File: src/rtl/serial_rx_pkg.sv
package serial_rx_pkg;

    typedef enum logic [2:0] {
        S_OFF,
        S_IDLE,
        S_START,
        S_DATA,
        S_PAR,
        S_STOP,
        S_RECOVER
    } rx_state_e;

    function automatic logic vote3(input logic [2:0] s);
        return (s[0] & s[1]) | (s[0] & s[2]) | (s[1] & s[2]);
    endfunction

endpackage

File: src/rtl/serial_rx_sync.sv
module serial_rx_sync #(
    parameter int STAGES = 2
) (
    input  logic clk,
    input  logic rst_n,
    input  logic din,
    output logic dout
);
    logic [STAGES-1:0] chain;

    always_ff @(posedge clk or negedge rst_n) begin
        if (!rst_n) chain <= '1;
        else        chain <= {chain[STAGES-2:0], din};
    end

    assign dout = chain[STAGES-1];
endmodule

File: src/rtl/serial_rx_baud.sv
module serial_rx_baud #(
    parameter int BASE_DIV = 2,
    parameter int SEL_W    = 2
) (
    input  logic             clk,
    input  logic             rst_n,
    input  logic [SEL_W-1:0] sel,
    output logic             tick
);
    localparam int MAX_DIV = BASE_DIV << ((1 << SEL_W) - 1);
    localparam int CW      = $clog2(MAX_DIV + 1);

    logic [CW-1:0] cnt;
    logic [CW-1:0] lim;

    assign lim  = (CW'(BASE_DIV) << sel) - CW'(1);
    assign tick = (cnt >= lim);

    always_ff @(posedge clk or negedge rst_n) begin
        if (!rst_n)    cnt <= '0;
        else if (tick) cnt <= '0;
        else           cnt <= cnt + CW'(1);
    end
endmodule

File: src/rtl/serial_rx_unit.sv
module serial_rx_unit
    import serial_rx_pkg::*;
#(
    parameter int BASE_DIV = 2,
    parameter int DATA_W   = 8,
    parameter int SEL_W    = 2,
    parameter int OSR      = 16,
    parameter int SYNC_N   = 2
) (
    input  logic              clk,
    input  logic              rst_n,
    input  logic              rx_line,
    input  logic              rx_en,
    input  logic              par_en,
    input  logic              par_odd,
    input  logic [SEL_W-1:0]  baud_sel,
    input  logic              stat_rd,
    input  logic              buf_rd,
    output logic [DATA_W-1:0] rx_data,
    output logic              buf_full,
    output logic              ovr_err,
    output logic              frm_err,
    output logic              par_err,
    output logic              rx_irq,
    output logic              rx_on
);
    localparam int PH_W  = $clog2(OSR);
    localparam int IDX_W = $clog2(DATA_W);
    localparam int MID   = OSR / 2;

    rx_state_e         state, nxt;
    logic              rxs, tick;
    logic [PH_W-1:0]   phase;
    logic [IDX_W-1:0]  idx;
    logic [2:0]        smp;
    logic [DATA_W-1:0] shreg;
    logic              pbit, armed;
    logic              mid_ev, end_ev, vote_now, load_ev;

    serial_rx_sync #(.STAGES(SYNC_N)) u_sync (
        .clk(clk), .rst_n(rst_n), .din(rx_line), .dout(rxs)
    );

    serial_rx_baud #(.BASE_DIV(BASE_DIV), .SEL_W(SEL_W)) u_baud (
        .clk(clk), .rst_n(rst_n), .sel(baud_sel), .tick(tick)
    );

    assign mid_ev   = tick && (phase == PH_W'(MID + 1));
    assign end_ev   = tick && (phase == PH_W'(OSR - 1));
    assign vote_now = vote3({smp[1:0], rxs});
    assign load_ev  = (state == S_STOP) && mid_ev && vote_now && !(buf_full && !buf_rd);
    assign rx_on    = (state != S_OFF);

    // state register
    always_ff @(posedge clk or negedge rst_n) begin
        if (!rst_n) state <= S_OFF;
        else        state <= nxt;
    end

    // next state
    always_comb begin
        nxt = state;
        unique case (state)
            S_OFF:     if (rx_en) nxt = S_IDLE;
            S_IDLE:    if (!rx_en) nxt = S_OFF;
                       else if (!rxs) nxt = S_START;
            S_START:   if (mid_ev && vote_now) nxt = S_IDLE;
                       else if (end_ev) nxt = S_DATA;
            S_DATA:    if (end_ev && idx == IDX_W'(DATA_W - 1))
                           nxt = par_en ? S_PAR : S_STOP;
            S_PAR:     if (end_ev) nxt = S_STOP;
            S_STOP:    if (mid_ev) nxt = vote_now ? S_IDLE : S_RECOVER;
            S_RECOVER: if (rxs) nxt = S_IDLE;
            default:   nxt = S_OFF;
        endcase
    end

    // datapath and outputs
    always_ff @(posedge clk or negedge rst_n) begin
        if (!rst_n) begin
            phase    <= '0;
            idx      <= '0;
            smp      <= '1;
            shreg    <= '0;
            pbit     <= 1'b0;
            armed    <= 1'b0;
            rx_data  <= '0;
            buf_full <= 1'b0;
            ovr_err  <= 1'b0;
            frm_err  <= 1'b0;
            par_err  <= 1'b0;
            rx_irq   <= 1'b0;
        end else begin
            rx_irq <= 1'b0;

            if (state == S_IDLE || state == S_OFF)
                phase <= '0;
            else if (tick)
                phase <= (phase == PH_W'(OSR - 1)) ? '0 : phase + PH_W'(1);

            if (tick && phase >= PH_W'(MID - 1) && phase <= PH_W'(MID + 1))
                smp <= {smp[1:0], rxs};

            if (state == S_START)
                idx <= '0;
            else if (state == S_DATA && end_ev)
                idx <= idx + IDX_W'(1);

            if (state == S_DATA && mid_ev)
                shreg <= {vote_now, shreg[DATA_W-1:1]};
            if (state == S_PAR && mid_ev)
                pbit <= vote_now;

            // reader side first, so that new events win below
            if (stat_rd) armed <= 1'b1;
            if (buf_rd) begin
                buf_full <= 1'b0;
                if (armed) begin
                    ovr_err <= 1'b0;
                    frm_err <= 1'b0;
                    par_err <= 1'b0;
                    armed   <= 1'b0;
                end
            end

            if (state == S_STOP && mid_ev) begin
                if (!vote_now)
                    frm_err <= 1'b1;
                else if (!load_ev)
                    ovr_err <= 1'b1;
            end
            if (load_ev) begin
                rx_data  <= shreg;
                buf_full <= 1'b1;
                rx_irq   <= 1'b1;
                if (par_en && ((^shreg ^ pbit) != par_odd))
                    par_err <= 1'b1;
            end
        end
    end

    // interrupt is a single-cycle pulse
    a_r2_irq_pulse: assert property (@(posedge clk) disable iff (!rst_n)
        rx_irq |=> !rx_irq);
    // interrupt only accompanies a full buffer
    a_r2_irq_full: assert property (@(posedge clk) disable iff (!rst_n)
        rx_irq |-> buf_full);
    // an overrun leaves the buffer untouched
    a_r7_ovr_keeps_data: assert property (@(posedge clk) disable iff (!rst_n)
        $rose(ovr_err) |-> ($stable(rx_data) && !rx_irq));
    // a read with no load frees the buffer
    a_r8_read_clears: assert property (@(posedge clk) disable iff (!rst_n)
        (buf_rd && !load_ev) |=> !buf_full);
    // error flags survive while no read happens
    a_r9_err_sticky: assert property (@(posedge clk) disable iff (!rst_n)
        (ovr_err && !buf_rd) |=> ovr_err);
    // a character in flight is never cut off by a disable
    a_r10_defer_off: assert property (@(posedge clk) disable iff (!rst_n)
        (state == S_START || state == S_DATA || state == S_PAR || state == S_STOP)
        |=> rx_on);
    // a framing error never loads the buffer
    a_r6_frm_noload: assert property (@(posedge clk) disable iff (!rst_n)
        (state == S_RECOVER) |-> !rx_irq);

endmodule

File: config.mk
export PLATFORM = sky130hd
export DESIGN_NAME = serial_rx_unit
export DESIGN_NICKNAME = d
export VERILOG_FILES = /design/src/rtl/serial_rx_pkg.sv /design/src/rtl/serial_rx_sync.sv /design/src/rtl/serial_rx_baud.sv /design/src/rtl/serial_rx_unit.sv
export SDC_FILE = /design/constraint.sdc
export NUM_CORES = 1
export LEC_CHECK = 0
export ABC_AREA = 1
export BUFFER_PORTS_ARGS = -buffer_cell sky130_fd_sc_hd__buf_4
export CAP_MARGIN = 20
export CORE_MARGIN = 5
export CORE_UTILIZATION = 47
export DETAILED_ROUTE_END_ITERATION = 10
export PLACE_DENSITY = 0.66
export SYNTH_ARGS = -nofsm -noshare
export SYNTH_HDL_FRONTEND = slang
export SYNTH_HIERARCHICAL = 1
export SYNTH_SLANG_ARGS = --single-unit
File: constraint.sdc
create_clock -name clk -period 4.1 [get_ports clk]
set_input_delay 0.82 -clock clk [delete_from_list [all_inputs] [get_ports clk]]
set_output_delay 0.82 -clock clk [all_outputs]
set_load 0.03 [all_outputs]
; ---- Word-level counts from Yosys, hierarchy flattened
; Index checks and enable logic that the tools add are counted.
[totals]
ff_bits = 42
inputBits = 10
out_inout_bits = 14
[op_classes]
n_addsub = 4
magnitude_cmp = 3
eq_ne = 17
shift = 1
mux = 37
bitwise = 6
reduce_logical = 24
[ops]
columns = cell, count
row1 = 2-to-1 mux 3 bit, 12
row2 = case mux 3 bit (7 select lines), 1
row3 = 2-to-1 mux 1 bit, 20
row4 = logical AND 1 bit, 14
row5 = equality test 3 bit (second input constant), 4
row6 = 2-to-1 mux 4 bit, 3
row7 = equality test 4 bit (second input constant), 2
row8 = != test 2 bit (second input constant), 4
row9 = parity 8 bit, 1
row10 = AND reduction 7 bit, 1
row11 = equality test 3 x 2 -> 1 bit (second input constant), 2
row12 = != test 3 bit (second input constant), 2
row13 = nonzero test 2 bit, 3
row14 = adder 5 x 1 -> 5 bit (second input constant), 1
row15 = greater-or-equal comparator 5 bit, 1
row16 = 2-to-1 mux 5 bit, 1
row17 = << shifter 2 x 2 -> 5 bit (first input constant), 1
row18 = subtractor 5 x 2 -> 5 bit (second input constant), 1
row19 = adder 4 x 1 -> 4 bit (second input constant), 1
row20 = greater-or-equal comparator 4 x 3 -> 1 bit (second input constant), 1
row21 = <= comparator 4 bit (second input constant), 1
row22 = adder 3 x 1 -> 3 bit (second input constant), 1
row23 = AND 1 bit, 3
row24 = equality test 3 x 1 -> 1 bit (second input constant), 1
row25 = other kinds (8), 10

; ---- Longest topological paths before layout
; Gate-level depths: netlist (run 1).
[depth]
depth_word = 10
depth_mapped = 15

; ---- Cells and area by module
; The synthesis (run 1) kept the hierarchy.
[modules_own_cells]
columns = mod, n_inst, cells_per_inst, area_per_inst_um2
row1 = serial_rx_unit, 1, 231, 1853.0
row2 = serial_rx_baud, 1, 36, 310.3
row3 = serial_rx_sync, 1, 2, 52.6

; ---- Worst setup path before layout (run 1)
; No wires, ideal clock.
[synth_timing]
kind = input to register
startpoint = input baud_sel[0]
endpoint = register state[1]
arrival_time_ps = 2218
t_required_ps = 3983
slack_ps = 1765
cell_stages = 15
path_cell_list = nand2_1 > ha_1 > nand2_1 > nor2_1 > nand2_1 > nand3_2 > nand4_2 > inv_1 > nand2_1 > nand2_1 > nand2_1 > nand2_1 > nand2_1 > nand2_1 > nand2_1
[synth_via]
elab_chain_cells = 7
elab_cells_between_ends = 14
cone_classes = 1 x add/sub / 1 x order compare / 4 x eq/ne / 1 x shift / 2 x mux / 5 x reduce/logical
[synth_lines]
columns = element, line
row1 = from (decl), serial_rx_unit.sv:16  ; input logic [SEL_W-1:0] baud_sel,
row2 = << shifter 2 x 2 -> 5 bit (*), serial_rx_baud.sv:16  ; assign lim = (CW'(BASE_DIV) << sel) - CW'(1);
row3 = subtractor 5 x 2 -> 5 bit (*), serial_rx_baud.sv:16
row4 = greater-or-equal comparator 5 bit (*), serial_rx_baud.sv:17  ; assign tick = (cnt >= lim);
row5 = net tick, serial_rx_unit.sv:32  ; logic rxs, tick;
row6 = "logical AND 1 bit, on equally long branches", "serial_rx_unit.sv:48, serial_rx_unit.sv:49"
row7 = "logical AND 1 bit, on equally long branches", "serial_rx_unit.sv:67, serial_rx_unit.sv:69"
row8 = "!= test 3 bit (no source line), or another cell as far along", -
row9 = AND reduction 7 bit (no source line) / case mux 3 bit (7 select lines) (equally long branches), -
row10 = to (signal assigned), serial_rx_unit.sv:57  ; else state <= nxt;
row11 = to (decl), serial_rx_unit.sv:31  ; rx_state_e state, nxt;
; Mark *: on every way through the listed nets, which the timed path passes. The rest lies on a longest branch.
; A chain may end at the register's enable or synchronous reset.

; ---- Final worst setup path (run 1)
[layout_timing]
startpoint = input baud_sel[1]
endpoint = register par_err
[layout_via]
elab_chain_cells = 8
[layout_lines]
columns = element, line
row1 = << shifter 2 x 2 -> 5 bit, serial_rx_baud.sv:16
row2 = subtractor 5 x 2 -> 5 bit, serial_rx_baud.sv:16
row3 = greater-or-equal comparator 5 bit, serial_rx_baud.sv:17
row4 = net tick, serial_rx_unit.sv:32
row5 = logical AND 1 bit, serial_rx_unit.sv:48  ; assign mid_ev = tick && (phase == PH_W'(MID + 1));
row6 = logical AND 1 bit (3 in a row), serial_rx_unit.sv:51  ; assign load_ev = (state == S_STOP) && mid_ev && vote_now && !(buf_full && !buf_rd);
row7 = 2-to-1 mux 1 bit, serial_rx_unit.sv:132  ; if (load_ev) begin
row8 = to (signal assigned), serial_rx_unit.sv:91  ; par_err <= 1'b0;
row9 = to (signal assigned), serial_rx_unit.sv:121  ; par_err <= 1'b0;
row10 = to (signal assigned), serial_rx_unit.sv:137  ; par_err <= 1'b1;
row11 = to (decl), serial_rx_unit.sv:23  ; output logic par_err,
; The timed path passes the listed nets, and every way through them passes these cells.

==> out/results.ini, run 1 <==
[grt]
use_met1_pct=17.7
antenna_found_initial=0
grt_use_total_pct=14.4
overflow=0
grt_max_degree=43
first_global_vias=1643
grtUsageMet3_pct=3.67
busiest_layer=met2
grt_pass1_wl_mm=7.06
use_met2_pct=24.6

[timing]
setup_viol=0
slew_headroom_pct=56.1
fin_hold_ws_ns=0.362
finalMaxSlewViolations=0
finalClockSkew_ns=0.0105
clock.fmax_mhz=419
worstMarginPinSlew_ns=0.650
finalHoldViolCount=0
rsz0062_at_grt=false
period_needed_ns=2.39
fin_crit_sh_pct=58.2
tns_ns=0

[min_path]
whs_path_depth=0
worstHoldStart=u_sync/chain[0]$_DFF_PN1_
hp-class=register to register
hold_path_end=u_sync/chain[1]$_DFF_PN1_

[synthesis]
synth.avg_cell_area_um2=8.24
yosysTopAreaCellShare_pct=42.9
synthTopCellsByArea=dfrtp_1 (43%), nand2_1 (15%), inv_1 (6.6%), ha_1 (5.6%), dfstp_2 (4.7%)
yosysTopAreaCell=dfrtp_1
ys.flop_type=dfrtp_1
ys_ff_latch=42
yosysSeqAreaShare_pct=47.7
netlist_area_um2=2220
synthCells=269
synth.distinct_cells=29
synth_warnings=6
yosysMostFrequentCell=nand2_1
synth_edf_count=0
ys_async_sr_fraction_pct=100
synth_nets=289
synthTopCellsByCount=nand2_1 (90), inv_1 (39), dfrtp_1 (38)

[drt]
totalWireLength_mm=3.93
via_count=1710
drc=0
antenna_left=0
drt_first_pass_iters=4
drtIter0Drc=77
vias_per_cell=4.87
wl_per_cell_um=11.2

[critical_path]
end_kind=register
cp-start-kind=input pin
worst-setup-path-type=input pin to register
r2r_setup_slack_ns=1.93
r2r-end=par_err$_DFF_PN0_
required_ns=4.34
r2r_cells=11
r2r-start=u_baud/cnt[2]$_DFF_PN0_
arrival_ns=2.63
crit_path_max_fanout=18

[clock_network]
post_cts_buffers=0
clk_latency_ns=0.30
cts_tree=built
clkTransAtPathRegs_ns=0.09
cts_buffer_depth=2
htree_levels=2
cts_inserted_buffers=5
hold_buffers=0
cts_resized=0
clkSinkCount=42
clock-root-buffer=clkbuf_8

[die]
num_rows=25
fp.coreArea_um2=4660
die_h_um=78.7
start_util_pct=47.5
dieWidth_um=78.7
die-area_um2=6190
io_pins=24

[placement]
port_buffers=23
dp_hpwl_mm=2.98
gp_congestion=0.765

[cells_and_area]
seqCellArea_um2=1060
antenna_cells=0
drive_above_1_share_pct=17.8
nNetsFinal=316
nFillCells=456
syn_to_final_growth_pct=14.1
multi_input_area_um2=988

[power_and_ir_drop]
power.density_nw_per_um2=440
vdd_drop_max_mv=0.263
finalPower_w=0.00111
power_leakage_nw=1.32

[outcome]
status=finished, final reports clean

[run]
cap_violations=0

-- layer usage --
metal	vias to the layer above	part of all wire (%)	wire length [µm]
met5	-	0	0
met4	0	1.3	53
met3	6	4.1	160
met2	25	46	1810
met1	776	49	1910
li1	903	-	-
-- sequential cells by signal (all words and copies together), names as in the netlist, 2 cells and up --
signal and flops:
u_baud/cnt 5, state 3, rx_data 8, smp 2, phase 4, idx 3, u_sync/chain 2, shreg 8
-- area by class of cell --
class                      count  share of cell area [%]
clock buffer                   5                    2.72
clock inverter                 3                   0.941
inverter                      40                    5.94
multi-input combinational    184                    39.1
sequential                    42                    41.8
tap                           54                    2.67
timing repair buffer          23                    6.83
-- worst max-delay path, cell delays in order --
cell,delay [ns]
buf_4,0.09
nand2_1,0.05
ha_1,0.26
nand2_1,0.06
nor2_1,0.10
nand2_1,0.06
nand3_2,0.17
nand4_2,0.19
inv_1,0.17
nand4_4,0.32
nor2_1,0.19
nand3_1,0.09
nand2_1,0.06
-- logic make-up after synthesis --
logic type,count (synthesis),share of synthesized area (%)
and+or+nand+nor,133,26.8
buffers and inverters,43,7.74
DFF,42,47.7
AOI/OAI and AO/OA,34,9.60
adders and majority gates,10,5.65
xor gates and xnor gates,6,2.37
other,1,0.169
-- metrics by stage --
stage | cell area [µm²] | util [%] | setup WS, ns | std cells
after CTS | 2530 | 54.2 | 1.71 | 351
final | 2530 | 54.2 | 1.71 | 351
after detailed placement | 2430 | 52.2 | 1.38 | 343
after global routing | 2530 | 54.2 | 1.52 | 351
after floorplan | 2220 | - | 1.77 | 269
after global placement | 2430 | 52.2 | 1.49 | 343
-- placed cells by master, fill, tap and decap left out, types with 2 or more instances in the layout --
cell,n
xnor2_1,2
dfstp_2,4
clkbuf_8,5
xor2_1,4
a21oi_1,3
nor2_1,14
ha_1,10
dfrtp_1,38
o21ai_2,9
nor3_2,2
o21ai_0,19
clkinvlp_4,2
nand2_1,90
nor3_1,2
buf_4,23
nand3_1,15
nand4_1,3
inv_1,39
-- worst max-delay path by stage --
stage               slack [ns]   startpoint              endpoint  depth (start not counted)
floorplan                 1.77  baud_sel[0]  state[1]$_DFFE_PN0P_                         15
global placement          1.49  baud_sel[1]     par_err$_DFF_PN0_                         13
CTS                       1.71  baud_sel[1]     par_err$_DFF_PN0_                         13
detailed placement        1.38  baud_sel[1]     par_err$_DFF_PN0_                         13
global route              1.52  baud_sel[1]     par_err$_DFF_PN0_                         13
finish                    1.71  baud_sel[1]     par_err$_DFF_PN0_                         13
-- where the power goes --
| group | internal, W | switching, W | total (W) |
|---|---|---|---|
| clock | 0.000122 | 0.000145 | 0.000267 |
| sequential | 0.000460 | 0.0000560 | 0.000516 |
| combinational | 0.000119 | 0.000209 | 0.000328 |
| total | 0.000700 | 0.000411 | 0.00111 |
(Power assumes the default switching activity.)
==> run 2: changes to the inputs <==
--- a/config.mk
+++ b/config.mk
@@ -11,7 +11,7 @@
 export CORE_MARGIN = 5
 export CORE_UTILIZATION = 47
 export DETAILED_ROUTE_END_ITERATION = 10
-export PLACE_DENSITY = 0.66
+export PLACE_DENSITY = 0.69
 export SYNTH_ARGS = -nofsm -noshare
 export SYNTH_HDL_FRONTEND = slang
 export SYNTH_HIERARCHICAL = 1
==> constraint.sdc (replaced) <==
create_clock -name clk -period 2 [get_ports clk]
set_input_delay 0.4 -clock clk [delete_from_list [all_inputs] [get_ports clk]]
set_output_delay 0.4 -clock clk [all_outputs]
set_load 0.03 [all_outputs]
==> run 2 against run 1 <==
  * Largest power group unchanged
  * Critical path depth fell by 1
  * Critical path type is now register to register
  * Worst setup slack got worse by 1.6 ns
  * Register-to-register slack got worse by 1.8 ns
  * Worst hold slack got worse by 0.28 ns
  * Sequential share of layout area fell by 3.0 points
  * Power rose by 150%
==> out/results.ini, run 2 (synthesized netlist as in run 1, its figures left out) <==
[grt]
antenna_found_initial=0
first_global_vias=1744
grt_max_degree=43
overflow=0
grt_pass1_wl_mm=7.62
grt_use_total_pct=15.5

[placement]
dp_hpwl_mm=3.04
place_ws_ns=-0.0678
gp_congestion=0.819
port_buffers=23

[clock_network]
clkTransAtPathRegs_ns=0.08
htree_levels=2
cts_buffer_depth=2
clk_latency_ns=0.30
clock-root-buffer=clkbuf_8
cts_tree=built
hold_buffers=0
clkSinkCount=42
cts_inserted_buffers=5

[critical_path]
worst-setup-path-type=register to register
arrival_ns=2.04
cp-start-kind=register
end_kind=register
r2r_cells=12
r2r-start=u_baud/cnt[2]$_DFF_PN0_
crit_path_max_fanout=17
required_ns=2.18
r2r-end=rx_data[0]$_DFFE_PN0N_
r2r_setup_slack_ns=0.14
crit_start=u_baud/cnt[2]$_DFF_PN0_
crit_end=rx_data[0]$_DFFE_PN0N_

[drt]
vias_per_cell=4.86
via_count=1758
totalWireLength_mm=4.15
drt_first_pass_iters=4
drc=0
antenna_left=0
wl_per_cell_um=11.5
drtIter0Drc=90

[timing]
setup_slack_ns=0.141
worstMarginPinSlew_ns=0.526
clock.fmax_mhz=538
finalHoldViolCount=0
setup_viol=0
slew_headroom_pct=64.9
finalMaxSlewViolations=0
finalClockSkew_ns=0.0120
fin_crit_sh_pct=92.9
period_needed_ns=1.86

[min_path]
hp-class=input pin to async pin

[power_and_ir_drop]
power.density_nw_per_um2=1010
vdd_drop_max_mv=0.357
finalPower_w=0.00274
power_leakage_nw=1.40

[cells_and_area]
antenna_cells=0
final_common_cell=nand2_1
nFillCells=427
nNetsFinal=327
layout_common_cells=nand2_1 (84), inv_1 (38), dfrtp_1 (38)
largestRegisters=rx_data x8, shreg x8, u_baud/cnt x5
syn_to_final_growth_pct=22.9
drive_above_1_share_pct=23.7

[die]
fp.coreArea_um2=4660
start_util_pct=47.5
io_pins=24
num_rows=25
die_h_um=78.7
dieWidth_um=78.7
die-area_um2=6190

[run]
cap_violations=0

[outcome]
status=finished, final reports clean

[run 2: worst min path at each step]
stage,to,slack [ns],cells after the start
2_1_floorplan,armed$_DFF_PN0_,0.10,0
3_3_place_gp,u_sync/chain[1]$_DFF_PN1_,0.36,0
3_5_place_dp,u_sync/chain[1]$_DFF_PN1_,0.36,0
4_1_cts,rx_data[1]$_DFFE_PN0N_,0.09,1
5_1_grt,idx[1]$_DFFE_PN0P_,0.12,1
6_report,idx[1]$_DFFE_PN0P_,0.08,1
[run 2: what timing repair did]
item,4_1_cts,5_1_grt
resized for setup,0,14
endpoints found under the setup margin,0,17
setup buffers,0,5
[run 2: critical path, stage by stage, from the launching register on]
cell	delay, ns
dfrtp_1	0.42
ha_1	0.30
nand2_1	0.05
nor2_1	0.09
nand2_1	0.06
nand3_2	0.10
nand4_4	0.10
inv_2	0.08
buf_4	0.12
nand4_4	0.11
buf_12	0.19
nand2_1	0.07
o21ai_2	0.05
[run 2: routing by layer]
metal  routed length [µm]  global-route usage (%)
met3                  181                    4.36
met1                 2030                    20.8
met2                 1880                    23.8
met5                    0                       0
met4                   63                    5.59
[run 2: stage by stage]
| step | utilization [%] | instances | instance area [µm²] | hold slack [ns] | TNS, ns |
|---|---|---|---|---|---|
| 5_1_grt | 58.4 | 362 | 2720 | 0.117 | -0.106 |
| 4_1_cts | 56.8 | 357 | 2650 | 0.0854 | 0 |
| 6_report | 58.4 | 362 | 2720 | 0.0844 | 0 |
| 3_3_place_gp | 53.7 | 349 | 2500 | 0.356 | 0 |
| 3_5_place_dp | 53.7 | 349 | 2500 | 0.355 | -0.178 |
| 2_1_floorplan | - | 269 | 2220 | 0.104 | 0 |
[run 2: layout make-up]
type,instances,area [µm²],share of cell area [%]
Sequential cell,42,1060,38.8
Inverter,40,150,5.51
Tap cell,54,67.6,2.48
Multi-Input combinational cell,184,1030,37.7
Clock buffer,6,82.6,3.03
Clock inverter,2,60.1,2.21
Timing Repair Buffer,34,280,10.3
[run 2: power breakdown]
| part | total (W) | internal [W] | switching [W] |
|---|---|---|---|
| clock network | 0.000822 | 0.000532 | 0.000289 |
| registers | 0.00106 | 0.000943 | 0.000118 |
| logic | 0.000860 | 0.000356 | 0.000504 |
| total | 0.00274 | 0.00183 | 0.000911 |
